File: src/rtl/ones_tally_pkg.sv
package ones_tally_pkg;
    function automatic int tally_cnt_w(input int n_bits);
        return (n_bits < 1) ? 1 : $clog2(n_bits + 1);
    endfunction
endpackage

File: src/rtl/tally_step.sv
// One steering stage: hold position on a 0 bit, move up one on a 1 bit.
module tally_step #(
    parameter int LINES = 9
) (
    input  logic [LINES-1:0] vec_in,
    input  logic             bit_in,
    output logic [LINES-1:0] vec_out
);
    always_comb begin
        if (bit_in) begin
            vec_out = vec_in << 1;   // lowest line driven to 0
        end else begin
            vec_out = vec_in;
        end
    end
endmodule

File: src/rtl/tally_chain.sv
module tally_chain #(
    parameter int N = 8,
    localparam int LINES = N + 1
) (
    input  logic [N-1:0]           bits_in,
    output logic [LINES*LINES-1:0] stage_bus,
    output logic [LINES-1:0]       tally_out
);
    // stage_bus slice k is the tally before stage k; slice N is the result
    assign stage_bus[0 +: LINES] = {{(LINES-1){1'b0}}, 1'b1};

    for (genvar k = 0; k < N; k++) begin : g_step
        tally_step #(.LINES(LINES)) step_i (
            .vec_in  (stage_bus[k*LINES +: LINES]),
            .bit_in  (bits_in[k]),
            .vec_out (stage_bus[(k+1)*LINES +: LINES])
        );
    end

    assign tally_out = stage_bus[N*LINES +: LINES];
endmodule

File: src/rtl/tally_encode.sv
module tally_encode #(
    parameter int LINES = 9,
    parameter int CW = 4
) (
    input  logic [LINES-1:0] onehot_in,
    output logic [CW-1:0]    index_out
);
    always_comb begin
        index_out = '0;
        for (int i = 0; i < LINES; i++) begin
            if (onehot_in[i]) begin
                index_out = index_out | CW'(i);
            end
        end
    end
endmodule

File: src/rtl/ones_tally.sv
module ones_tally
    import ones_tally_pkg::*;
#(
    parameter int N = 8,
    parameter bit REG_OUT = 1'b1,
    localparam int LINES = N + 1,
    localparam int CW = tally_cnt_w(N)
) (
    input  logic             clk,
    input  logic             rst,
    input  logic             in_valid,
    input  logic [N-1:0]     data_in,
    output logic [LINES-1:0] onehot_out,
    output logic [CW-1:0]    count_out,
    output logic             out_valid
);
    logic [LINES*LINES-1:0] stage_bus;
    logic [LINES-1:0]       tally_comb;
    logic [CW-1:0]          count_comb;

    tally_chain #(.N(N)) chain_i (
        .bits_in   (data_in),
        .stage_bus (stage_bus),
        .tally_out (tally_comb)
    );

    tally_encode #(.LINES(LINES), .CW(CW)) enc_i (
        .onehot_in (tally_comb),
        .index_out (count_comb)
    );

    if (REG_OUT) begin : g_reg
        logic [LINES-1:0] oh_q;
        logic [CW-1:0]    cnt_q;
        logic             vld_q;

        always_ff @(posedge clk) begin
            if (rst) begin
                oh_q  <= '0;
                cnt_q <= '0;
                vld_q <= 1'b0;
            end else begin
                vld_q <= in_valid;
                if (in_valid) begin
                    oh_q  <= tally_comb;
                    cnt_q <= count_comb;
                end
            end
        end

        assign onehot_out = oh_q;
        assign count_out  = cnt_q;
        assign out_valid  = vld_q;
    end else begin : g_comb
        assign onehot_out = tally_comb;
        assign count_out  = count_comb;
        assign out_valid  = in_valid;
    end
endmodule

File: config.mk
export PLATFORM = sky130hd
export DESIGN_NAME = ones_tally
export DESIGN_NICKNAME = d
export VERILOG_FILES = /design/src/rtl/ones_tally_pkg.sv /design/src/rtl/tally_step.sv /design/src/rtl/tally_chain.sv /design/src/rtl/tally_encode.sv /design/src/rtl/ones_tally.sv
export SDC_FILE = /design/constraint.sdc
export NUM_CORES = 1
export LEC_CHECK = 0
export ABC_AREA = 0
export BUFFER_PORTS_ARGS = -buffer_cell sky130_fd_sc_hd__buf_2
export CORE_ASPECT_RATIO = 0.9
export CORE_MARGIN = 5
export CORE_UTILIZATION = 51
export CTS_BUF_LIST = sky130_fd_sc_hd__clkbuf_4
export CTS_CLUSTER_SIZE = 12
export DETAILED_ROUTE_END_ITERATION = 7
export PLACE_DENSITY = 0.8
export SETUP_SLACK_MARGIN = 0.4
export SLEW_MARGIN = 15
export SYNTH_ARGS = -nofsm -noshare
export SYNTH_HDL_FRONTEND = slang
export SYNTH_SLANG_ARGS = --single-unit
File: constraint.sdc
create_clock -name clk -period 3.7 [get_ports clk]
set_input_delay 0.555 -clock clk [delete_from_list [all_inputs] [get_ports clk]]
set_output_delay 0.555 -clock clk [all_outputs]
set_load 0.03 [all_outputs]
==> results.txt <==
Worst setup EP type: flop
RSZ-0062 raised after global routing: no
Inst Count DP: 200
Final period util: 0.625
Reg2Reg Setup Slack: 2.96 ns
Synth top area share: 0.205
Final setup viols: 0
Met1 Wirelength: 1380 µm
Area grow syn2layout: 5.71%
R2R depth: 2
Status: finished, final reports clean
Post-CTS Setup Bufs: 0
P_sw: 144 µW
Levels on crit path: 9
Worst-skew pair later-pin latency: 0.27 ns
VDD IR max: 0.346 mV
Post-synthesis async set-or-reset flop share: 0
CTS sink count: 13
R2R Path End: count_out[0]$_SDFFE_PP0P_
Pin slew with the least headroom to its limit: 0.446 ns
Post-CTS resize count: 0
Share of cells above drive strength 1: 0.199
CP Cell Sequence: buf_2 > inv_1 > ha_1 > mux2i_4 > o221ai_1 > a21oi_1 > nor3_1 > o32ai_1 > a311oi_1
Primary FF master, synth: dfxtp_1
Worst hold start: onehot_out[7]$_SDFFE_PP0P_
Vias in the first global route: 1,068
Critical Path RT: 3.85 ns
Setup TNS: 0 ns
Max Used Layer: met4
Switching part of the total power: 0.368
Max stage delay on crit path: 0.41 ns
Reg2reg start: count_out[0]$_SDFFE_PP0P_
Mapped Area: 0.00127 mm²
Detailed Routing Iterations Pass 1: 4
Worst EP arrival: 2.46 ns
Initial antenna violation count: 0
Cells after synthesis: 165
Seq pwr share: 0.390
Core area: 0.00242 mm²
# diodes: 0
Hold-fix buffer count after cts: 0
Post-layout minimum cycle time: 2.31 ns
Post-synthesis sequential element count: 13
Hold path endpoint: onehot_out[7]$_SDFFE_PP0P_
Gpl congestion: 0.880
Clock Skews: 0 ns
Slew headroom: 0.701
I/O Buffers: 24
Starting DRC count in detailed routing: 35
Register area share after synthesis: 0.205
CTS tree: yes
Cell family with most CP delay: compound AO/OA/AOI/OAI gates
Detailed placement HPWL: 2150 µm
Synth warn: 0
Largest net degree at the start of global routing: 22
Max-slew violation count: 0
Post-synth EDFFs: 0
All-layer global routing usage: 0.155
Count of cell types in the netlist: 43
Synthesized area per cell: 7.70 µm²
Routed met2 length: 1400 µm
Remaining Overflow, GRT: 0
Max Cap Viol: 0
Worst path slowest cell: ha_1
Pleak: 0.569 nW
# nets final: 192
Fin util: 0.554
Die area: 0.00359 mm²
CP bufs+invs: 2
CTS Buf Count: 3
Logic pwr share: 0.367
Post-DP Area: 0.00131 mm²
Top post-synthesis cells by area: dfxtp_1 20%, mux2i_1 9.4%, a21oi_1 5.5%
Mapped Nets: 180
I/O Pins: 25
Part of the power in the clock network: 0.243
Worst Hold Depth: 2
Drt wl/cell: 14.3 µm
Setup CP Type: in -> reg
Initial core utilization: 0.524
Pwr Density: 290 mW/mm²
DIE WIDTH: 62.6 µm
Die Ht: 57.4 µm
Internal power: 247 µW
Top cell type by total area after synthesis: dfxtp_1
Final hold vios: 0
H-tree level count: 1
Longest Clk Path Bufs: 2
Post-route insts no fill: 204
CTS clock-pin slew for the worst setup and hold paths: 0.08 ns
Worst setup SP type: input pin
Root Driver: clkbuf_4
DRT antenna net count: 0
Rows: 17
Vias per inst: 6.02
WL met3: 113 µm
Crit path max fanout: 8
DR DRC count: 0
Vias after detailed routing: 1,228
Hold Crit Class: reg -> reg
FMAX: 0.432 GHz
First-pass GRT wire length: 4710 µm
Final instance area: 0.00134 mm²
WHS: 0.472 ns
Final wirelength: 2920 µm
==> placed cells by master, fill, tap and decap left out, types with 2 or more instances in the layout <==
cell type	netlist	layout
inv_1	7	7
a21oi_1	14	14
xor2_1	2	2
a22oi_1	2	2
ha_1	4	4
nand2_1	16	16
o221ai_1	2	2
o21ai_0	6	6
buf_2	3	24
nand3b_1	3	3
clkbuf_4	0	4
a211oi_1	2	2
a31oi_1	2	2
mux2i_1	12	12
nor3_1	7	7
nand4bb_1	2	2
nand3_1	6	6
dfxtp_1	13	13
o22ai_1	2	2
a311oi_1	4	4
o32ai_1	2	2
nor2_1	17	17
o31ai_1	2	2
a211oi_2	2	2
nand2b_1	3	3
o21ai_1	2	2
==> power groups by stage <==
stage / registers [mW] / clock network [mW] / logic, mW
2_1_floorplan: 0.172 / 0 / 0.101
6_report: 0.152 / 0.0950 / 0.143
3_3_place_gp: 0.155 / 0 / 0.138
3_5_place_dp: 0.155 / 0 / 0.141
4_1_cts: 0.152 / 0.0958 / 0.142
5_1_grt: 0.154 / 0.108 / 0.155
==> cell usage after synthesis, types with 4 or more instances <==
cell / n
mux2i_1: 12
a311oi_1: 4
dfxtp_1: 13
buf_4: 4
nor2_1: 17
nor3_1: 7
inv_1: 7
buf_6: 4
a21oi_1: 14
nand3_1: 6
clkbuf_1: 5
o21ai_0: 6
nand2_1: 16
ha_1: 4
==> registers in the layout, summed over array words and instances (netlist names) <==
register and count:
onehot_out 8, out_valid 1, count_out 4
==> per-stage QoR <==
stage / power [mW] / setup slack, ns
3_3_place_gp: 0.293 / 1.13
4_1_cts: 0.390 / 1.41
6_report: 0.390 / 1.39
5_1_grt: 0.417 / 1.28
3_5_place_dp: 0.297 / 1.11
2_1_floorplan: 0.273 / 1.47
==> worst register-to-register path, stage by stage, from the launching register on <==
cell and delay (ns):
dfxtp_1 0.35, nor2_1 0.06, a311oi_1 0.24
==> final cells by class <==
cell class	count	area, µm²
Fill cell	240	1080
Clock buffer	4	30.0
Sequential cell	13	260
Tap cell	28	35.0
Inverter	7	26.3
Multi-Input combinational cell	128	872
Timing Repair Buffer	24	120
==> cells by family (layout without fill, tap and decap cells) <==
kind of cell / count (synthesis) / count (layout) / share of synthesized area
flops: 13 / 13 / 0.205
xor+xnor: 3 / 3 / 0.0207
fa+ha+maj: 4 / 4 / 0.0394
simple gates: 61 / 61 / 0.240
buf+inv: 24 / 35 / 0.109
mux: 13 / 13 / 0.112
compound gates: 47 / 47 / 0.274
==> worst max-delay path by stage <==
stage | startpoint | to | slack (ns)
5_1_grt | data_in[0] | count_out[2]$_SDFFE_PP0P_ | 1.28
2_1_floorplan | data_in[0] | count_out[2]$_SDFFE_PP0P_ | 1.47
4_1_cts | data_in[0] | count_out[2]$_SDFFE_PP0P_ | 1.41
3_5_place_dp | data_in[0] | count_out[2]$_SDFFE_PP0P_ | 1.11
6_report | data_in[0] | count_out[2]$_SDFFE_PP0P_ | 1.39
3_3_place_gp | data_in[0] | count_out[2]$_SDFFE_PP0P_ | 1.13
==> per-layer routing <==
metal	vias to the layer above	track usage
met5	-	0
met4	0	0.0364
met3	4	0.0354
met2	29	0.257
met1	569	0.205
li1	626	-
(Power assumes the default switching activity.)
